`config.mk`:
```
export PLATFORM = sky130hd
export DESIGN_NAME = eeprom_burst_loader
export DESIGN_NICKNAME = d
export VERILOG_FILES = /design/src/rtl/ebl_pkg.sv /design/src/rtl/ebl_byte_fetch.sv /design/src/rtl/ebl_reg_writer.sv /design/src/rtl/eeprom_burst_loader.sv
export SDC_FILE = /design/constraint.sdc
export NUM_CORES = 1
export LEC_CHECK = 0
export ABC_AREA = 1
export BUFFER_PORTS_ARGS = -buffer_cell sky130_fd_sc_hd__buf_2
export CAP_MARGIN = 15
export CELL_PAD_IN_SITES_DETAIL_PLACEMENT = 0
export CELL_PAD_IN_SITES_GLOBAL_PLACEMENT = 1
export CORE_MARGIN = 2
export CORE_UTILIZATION = 45
export CTS_BUF_LIST = sky130_fd_sc_hd__clkbuf_8 sky130_fd_sc_hd__clkbuf_16
export CTS_CLUSTER_DIAMETER = 200
export DETAILED_ROUTE_END_ITERATION = 10
export GPL_TIMING_DRIVEN = 0
export HOLD_SLACK_MARGIN = 0.03
export PLACE_DENSITY = 0.93
export REMOVE_ABC_BUFFERS = 1
export SYNTH_ARGS = -nofsm -noshare
export SYNTH_HDL_FRONTEND = slang
export SYNTH_SLANG_ARGS = --single-unit
export TNS_END_PERCENT = 1
```
`constraint.sdc`:
```
create_clock -name clk -period 2.35 [get_ports clk]
set_clock_uncertainty 0.1 [all_clocks]
set_input_delay 0.1175 -clock clk [delete_from_list [all_inputs] [get_ports clk]]
set_output_delay 0.1175 -clock clk [all_outputs]
set_load 0.01 [all_outputs]
```
`src/rtl/ebl_pkg.sv`:
```
package ebl_pkg;
  localparam int BYTE_W   = 8;
  localparam int WORD_W   = 32;
  localparam int WORD_BY  = WORD_W / BYTE_W;
  localparam int BIDX_W   = $clog2(WORD_BY);
  localparam int DWA_W    = 8;
  localparam int RA_W     = DWA_W + 2;
  localparam logic [BYTE_W-1:0] IMG_MARKER = 8'hA5;

  typedef enum logic [2:0] {
    ST_IDLE, ST_MARK, ST_NBURST, ST_HDR_A, ST_HDR_C, ST_DATA, ST_WRITE, ST_FIN
  } ebl_state_e;
endpackage

```
`src/rtl/ebl_byte_fetch.sv`:
```
module ebl_byte_fetch #(
  parameter int BASE_LOG2 = 7,
  parameter int SEL_W     = 2,
  parameter int EE_AW     = 10,
  parameter int IMG_BASE  = 0
) (
  input  logic             clk,
  input  logic             rst,
  input  logic             restart,
  input  logic             get,
  input  logic [SEL_W-1:0] size_sel,
  input  logic             ee_vld_i,
  input  logic [7:0]       ee_data_i,
  output logic             ee_req_o,
  output logic [EE_AW-1:0] ee_addr_o,
  output logic             byte_vld_o,
  output logic [7:0]       byte_o,
  output logic             ovf_o
);
  localparam int CW = EE_AW + 1;

  logic [CW-1:0] ptr_q;
  logic [CW-1:0] cap;

  always_comb cap = CW'(1) << (BASE_LOG2 + 32'(size_sel));

  always_ff @(posedge clk) begin
    if (rst) begin
      ptr_q      <= CW'(IMG_BASE);
      ee_req_o   <= 1'b0;
      ee_addr_o  <= '0;
      byte_vld_o <= 1'b0;
      byte_o     <= '0;
      ovf_o      <= 1'b0;
    end else if (restart) begin
      ptr_q      <= CW'(IMG_BASE);
      ee_req_o   <= 1'b0;
      byte_vld_o <= 1'b0;
      ovf_o      <= 1'b0;
    end else begin
      byte_vld_o <= 1'b0;
      ovf_o      <= 1'b0;
      if (ee_req_o && ee_vld_i) begin
        ee_req_o   <= 1'b0;
        byte_vld_o <= 1'b1;
        byte_o     <= ee_data_i;
        ptr_q      <= ptr_q + 1'b1;
      end else if (get && !ee_req_o) begin
        if (ptr_q >= cap) begin
          ovf_o <= 1'b1;
        end else begin
          ee_req_o  <= 1'b1;
          ee_addr_o <= ptr_q[EE_AW-1:0];
        end
      end
    end
  end

  AST_REQ_HOLD: assert property (@(posedge clk) disable iff (rst)
    ee_req_o && !ee_vld_i && !restart |=> ee_req_o && $stable(ee_addr_o))
    else $error("request dropped or address moved before valid");

  AST_REQ_IN_RANGE: assert property (@(posedge clk) disable iff (rst)
    ee_req_o |-> ({1'b0, ee_addr_o} < cap))
    else $error("fetch beyond strap capacity");
endmodule

```
`src/rtl/ebl_reg_writer.sv`:
```
module ebl_reg_writer #(
  parameter int RA_W = 10,
  parameter int DW   = 32
) (
  input  logic            clk,
  input  logic            rst,
  input  logic            abort,
  input  logic            issue,
  input  logic [RA_W-1:0] addr_i,
  input  logic [DW-1:0]   data_i,
  input  logic            csr_busy_i,
  input  logic            pmi_busy_i,
  output logic            reg_we_o,
  output logic [RA_W-1:0] reg_addr_o,
  output logic [DW-1:0]   reg_wdata_o
);
  logic pend_q;

  always_ff @(posedge clk) begin
    if (rst) begin
      pend_q      <= 1'b0;
      reg_we_o    <= 1'b0;
      reg_addr_o  <= '0;
      reg_wdata_o <= '0;
    end else begin
      reg_we_o <= 1'b0;
      if (abort) begin
        pend_q <= 1'b0;
      end else if (issue) begin
        pend_q      <= 1'b1;
        reg_addr_o  <= addr_i;
        reg_wdata_o <= data_i;
      end else if (pend_q && !csr_busy_i && !pmi_busy_i) begin
        pend_q   <= 1'b0;
        reg_we_o <= 1'b1;
      end
    end
  end

  AST_WE_ON_IDLE: assert property (@(posedge clk) disable iff (rst)
    reg_we_o |-> $past(!csr_busy_i && !pmi_busy_i))
    else $error("write strobe while an interface was busy");

  AST_WE_SINGLE: assert property (@(posedge clk) disable iff (rst)
    reg_we_o |=> !reg_we_o)
    else $error("write strobe longer than one cycle");

  AST_PEND_STABLE: assert property (@(posedge clk) disable iff (rst)
    pend_q && !issue && !abort |=> $stable(reg_addr_o) && $stable(reg_wdata_o))
    else $error("pending write changed");
endmodule

```
`src/rtl/eeprom_burst_loader.sv`:
```
module eeprom_burst_loader
  import ebl_pkg::*;
#(
  parameter int BASE_LOG2 = 7,
  parameter int SEL_W     = 2,
  parameter int IMG_BASE  = 0,
  localparam int EE_AW    = BASE_LOG2 + (1 << SEL_W) - 1
) (
  input  logic             clk,
  input  logic             rst,
  input  logic             start_i,
  input  logic [SEL_W-1:0] size_sel_i,
  output logic             ee_req_o,
  output logic [EE_AW-1:0] ee_addr_o,
  input  logic             ee_vld_i,
  input  logic [7:0]       ee_data_i,
  input  logic             csr_busy_i,
  input  logic             pmi_busy_i,
  output logic             reg_we_o,
  output logic [RA_W-1:0]  reg_addr_o,
  output logic [WORD_W-1:0] reg_wdata_o,
  output logic             busy_o,
  output logic             done_o,
  output logic             ovf_o
);
  ebl_state_e state_q;
  logic              wait_q;
  logic [7:0]        bursts_q;
  logic [7:0]        left_q;
  logic [DWA_W-1:0]  dwa_q;
  logic [WORD_W-BYTE_W-1:0] acc_q;
  logic [BIDX_W-1:0] bidx_q;
  logic              busy_q, done_q, ovf_q;

  logic       get, byte_vld, fetch_ovf, wr_issue;
  logic [7:0] byte_d;

  always_comb begin
    get = 1'b0;
    if (!wait_q && !start_i) begin
      unique case (state_q)
        ST_MARK, ST_NBURST, ST_HDR_A, ST_HDR_C, ST_DATA: get = 1'b1;
        default: get = 1'b0;
      endcase
    end
    wr_issue = (state_q == ST_DATA) && byte_vld && (bidx_q == BIDX_W'(WORD_BY - 1)) && !start_i;
  end

  ebl_byte_fetch #(
    .BASE_LOG2(BASE_LOG2), .SEL_W(SEL_W), .EE_AW(EE_AW), .IMG_BASE(IMG_BASE)
  ) u_fetch (
    .clk(clk), .rst(rst), .restart(start_i), .get(get), .size_sel(size_sel_i),
    .ee_vld_i(ee_vld_i), .ee_data_i(ee_data_i), .ee_req_o(ee_req_o),
    .ee_addr_o(ee_addr_o), .byte_vld_o(byte_vld), .byte_o(byte_d), .ovf_o(fetch_ovf)
  );

  ebl_reg_writer #(.RA_W(RA_W), .DW(WORD_W)) u_wr (
    .clk(clk), .rst(rst), .abort(start_i), .issue(wr_issue),
    .addr_i({dwa_q, 2'b00}), .data_i({acc_q, byte_d}),
    .csr_busy_i(csr_busy_i), .pmi_busy_i(pmi_busy_i),
    .reg_we_o(reg_we_o), .reg_addr_o(reg_addr_o), .reg_wdata_o(reg_wdata_o)
  );

  always_ff @(posedge clk) begin
    if (rst) begin
      state_q  <= ST_IDLE;
      wait_q   <= 1'b0;
      bursts_q <= '0;
      left_q   <= '0;
      dwa_q    <= '0;
      acc_q    <= '0;
      bidx_q   <= '0;
      busy_q   <= 1'b0;
      done_q   <= 1'b0;
      ovf_q    <= 1'b0;
    end else if (start_i) begin
      state_q <= ST_MARK;
      wait_q  <= 1'b0;
      bidx_q  <= '0;
      busy_q  <= 1'b1;
      done_q  <= 1'b0;
    end else begin
      if (get) wait_q <= 1'b1;
      if (fetch_ovf) begin
        ovf_q   <= 1'b1;
        wait_q  <= 1'b0;
        state_q <= ST_FIN;
        busy_q  <= 1'b0;
        done_q  <= 1'b1;
      end else if (byte_vld) begin
        wait_q <= 1'b0;
        unique case (state_q)
          ST_MARK: begin
            if (byte_d == IMG_MARKER) state_q <= ST_NBURST;
            else begin state_q <= ST_FIN; busy_q <= 1'b0; done_q <= 1'b1; end
          end
          ST_NBURST: begin
            bursts_q <= byte_d;
            if (byte_d == 8'd0) begin state_q <= ST_FIN; busy_q <= 1'b0; done_q <= 1'b1; end
            else state_q <= ST_HDR_A;
          end
          ST_HDR_A: begin
            dwa_q   <= byte_d;
            state_q <= ST_HDR_C;
          end
          ST_HDR_C: begin
            left_q <= byte_d;
            bidx_q <= '0;
            if (byte_d != 8'd0) state_q <= ST_DATA;
            else if (bursts_q == 8'd1) begin state_q <= ST_FIN; busy_q <= 1'b0; done_q <= 1'b1; end
            else begin bursts_q <= bursts_q - 1'b1; state_q <= ST_HDR_A; end
          end
          ST_DATA: begin
            acc_q  <= {acc_q[WORD_W-2*BYTE_W-1:0], byte_d};
            bidx_q <= bidx_q + 1'b1;
            if (bidx_q == BIDX_W'(WORD_BY - 1)) state_q <= ST_WRITE;
          end
          default: ;
        endcase
      end else if (state_q == ST_WRITE && reg_we_o) begin
        dwa_q  <= dwa_q + 1'b1;
        left_q <= left_q - 1'b1;
        if (left_q != 8'd1) state_q <= ST_DATA;
        else if (bursts_q == 8'd1) begin state_q <= ST_FIN; busy_q <= 1'b0; done_q <= 1'b1; end
        else begin bursts_q <= bursts_q - 1'b1; state_q <= ST_HDR_A; end
      end
    end
  end

  assign busy_o = busy_q;
  assign done_o = done_q;
  assign ovf_o  = ovf_q;

  AST_OVF_STICKY: assert property (@(posedge clk) disable iff (rst)
    ovf_o |=> ovf_o)
    else $error("overflow flag dropped");

  AST_IDLE_NO_WRITE: assert property (@(posedge clk) disable iff (rst)
    !busy_o |-> !reg_we_o)
    else $error("write while not busy");

  AST_IDLE_NO_FETCH: assert property (@(posedge clk) disable iff (rst)
    !busy_o |-> !ee_req_o)
    else $error("fetch while not busy");
endmodule

```
==> summary.txt <==
crit start category: flop
Die Ht: 117 µm
Synth area leaders: dfxtp_1, o21ai_0, nor2_1
cells after synthesis: 786
MaxCap Viol Count: 0
final period utilization: 85.2%
Synth area leader: dfxtp_1
Num Clock Sinks: 131
first-pass GRT wire length: 20,800 µm
initial antenna violation count: 0
Crit Path Category: flop to flop
Synth Cell Area: 0.00570 mm²
commonest cells after routing, fill and taps aside: nor2_1, dfxtp_1, o21ai_0, nand2_1, buf_2
register clock-pin slew on the reported worst setup and hold paths: 50 ps
final worst slack: 347 ps
YS warnings: 0
via/cell ratio: 4.93
Max Fclk: 499 MHz
Routed WL: 12,800 µm
Filler Cells Inserted: 1,219
CP Data Arrival Time: 2250 ps
RSZ-0062 raised after global routing: false
Worst Tran Pin Value: 775 ps
Remaining Overflow, GRT: 0
vias in the first global route: 4,421
Pwr per Cell Area: 711 mW/mm²
initial core utilization: 45.7%
commonest non-fill, non-tap cell in the layout: nor2_1
Hold WC Path Type: input pin to flop
Seq/Total Area, Yosys: 46.0%
setup violators final: 0
worst skew pair latency: 420 ps
DR WL/cell: 12.3 µm
relative slew slack: 48.3%
IO Count: 73
largest net degree at the start of global routing: 56
post-DP HPWL: 8580 µm
final worst path period need: 2000 ps
Pins Over Slew Limit: 0
drt first pass iters: 4
setup tns final: 0 ps
crit end category: flop
status: finished, final reports clean
Worst Path Required: 2590 ps
Synth top area share: 46.0%
CTS tree: done
fraction of layout cells with a size suffix above 1: 14.3%
die area: 0.0136 mm²
leakage power: 2.92 nW
library cells used by synthesis: 35
Setup WS pre-CTS: -651 ps
setup repair bufs after CTS: 0
Die W: 117 µm
Synth Register Bits: 131
CTS buffer count: 17
Buffers on Ports: 70
GPL Wtd Cong: 0.879
Final Net Count: 884
total core area: 0.0125 mm²
area grow syn2layout: 19.7%
synthesized area per cell: 7.25 µm²
Final ANT Viol Nets: 0
CTS max path bufs: 2
H-tree lvl count: 4
Worst VDD drop: 0.377 mV
DR iter-0 viols: 368
GRT Overall Usage: 19.5%
antenna cells: 0
clock root cell: clkbuf_16
Site Rows: 41
Final Hold Fails: 0
Vias: 5,125
critical path peak fanout: 55
# DRC: 0
## state kept, by name (all words and copies together) (netlist names)
register and flops:
acc_q 24, bidx_q 2, bursts_q 8, busy_o 1, done_o 1, dwa_q 8, left_q 8, ovf_o 1
state_q 3, u_fetch.byte_o 8, u_fetch.byte_vld_o 1, u_fetch.ee_addr_o 10, u_fetch.ee_req_o 1, u_fetch.ovf_o 1, u_fetch.ptr_q 11, u_wr.pend_q 1
u_wr.reg_addr_o 8, u_wr.reg_wdata_o 32, u_wr.reg_we_o 1, wait_q 1
## critical path: stages (launching register included)
cell and delay (ps):
dfxtp_4 510, inv_2 220, nor3_4 320, nand2_4 260, clkinv_8 260, o21ai_0 110
a21oi_1 160
## cell families (layout without fill, tap and decap cells)
group           count (synthesis)  in the layout  synth area share, %
compound gates                212            212                 19.2
xor+xnor                       10             10                 1.54
fa+ha+maj                      12             12                 2.64
buf+inv                       108            189                 8.02
flops                         131            131                 46.0
other cells                     1              2               0.0658
simple gates                  312            312                 22.5
## per-stage QoR
stage | power (mW) | cell area [µm²] | util, % | cells | hold WS [ps]
global route | 5.03 | 6820 | 54.7 | 1040 | 345
CTS | 4.89 | 6800 | 54.5 | 1040 | 229
finish | 4.85 | 6820 | 54.7 | 1040 | 257
global placement | 2.47 | 6090 | 48.8 | 995 | 288
floorplan | 2.41 | 5520 | - | 753 | 86.6
detailed placement | 2.48 | 6110 | 49.0 | 996 | 291
## layer usage
layer | GRT usage [%] | wire [µm] | vias up | share of wire [%]
li1 | - | - | 2714 | -
met1 | 26.7 | 6560 | 2282 | 51
met2 | 29.5 | 5490 | 104 | 43
met3 | 4.98 | 495 | 25 | 3.9
met4 | 7.78 | 251 | 0 | 2.0
met5 | 0 | 0 | - | 0
## power breakdown
part	internal, mW	switching (mW)
Combinational	0.0728	0.119
Sequential	2.24	0.0138
Clock	1.44	0.963
## cell usage after synthesis
library cell / instances
a211oi_1: 1
xnor2_1: 1
clkbuf_2: 1
conb_1: 1
buf_4: 7
a21oi_1: 68
nor2_2: 1
or2_2: 1
buf_1: 1
nor3_1: 9
or3b_2: 1
nand2_1: 99
nand3_1: 24
buf_2: 6
o21ai_0: 126
nor2_4: 2
clkbuf_1: 17
o21a_1: 1
a21oi_2: 1
nand2_2: 3
nand3_2: 1
o22ai_1: 3
a31oi_1: 10
xor2_1: 9
dfxtp_1: 131
nand4_1: 8
nor3_4: 1
ha_1: 12
clkinv_1: 1
buf_6: 2
inv_2: 6
o211ai_1: 2
inv_1: 66
clkinv_2: 1
nor2_1: 162
## layout make-up
class / instances / area [µm²] / area share (%)
Inverter: 74 / 299 / 4.39
Clock inverter: 14 / 115 / 1.69
Tap cell: 172 / 215 / 3.16
Timing Repair Buffer: 84 / 500 / 7.34
Clock buffer: 17 / 425 / 6.24
Multi-Input combinational cell: 548 / 2640 / 38.7
Sequential cell: 131 / 2630 / 38.5
## worst paths after layout
check	slack [ps]	cells past startpoint	startpoint	to
max reg2reg	350	6	u_fetch.byte_vld_o	u_wr.reg_wdata_o[0]
max	350	6	u_fetch.byte_vld_o	u_wr.reg_wdata_o[0]
min reg2reg	360	2	busy_o	busy_o
min	260	7	size_sel_i[0]	u_fetch.ovf_o
## what timing repair did
action                                  in CTS  in global routing
gates resized for setup                      5                  6
gates cloned                                 0                  0
hold endpoints to repair                    17                  0
endpoints found under the setup margin      81                 38
hold buffers                                13                  0
Note: power is estimated with default switching activity, not from simulation.
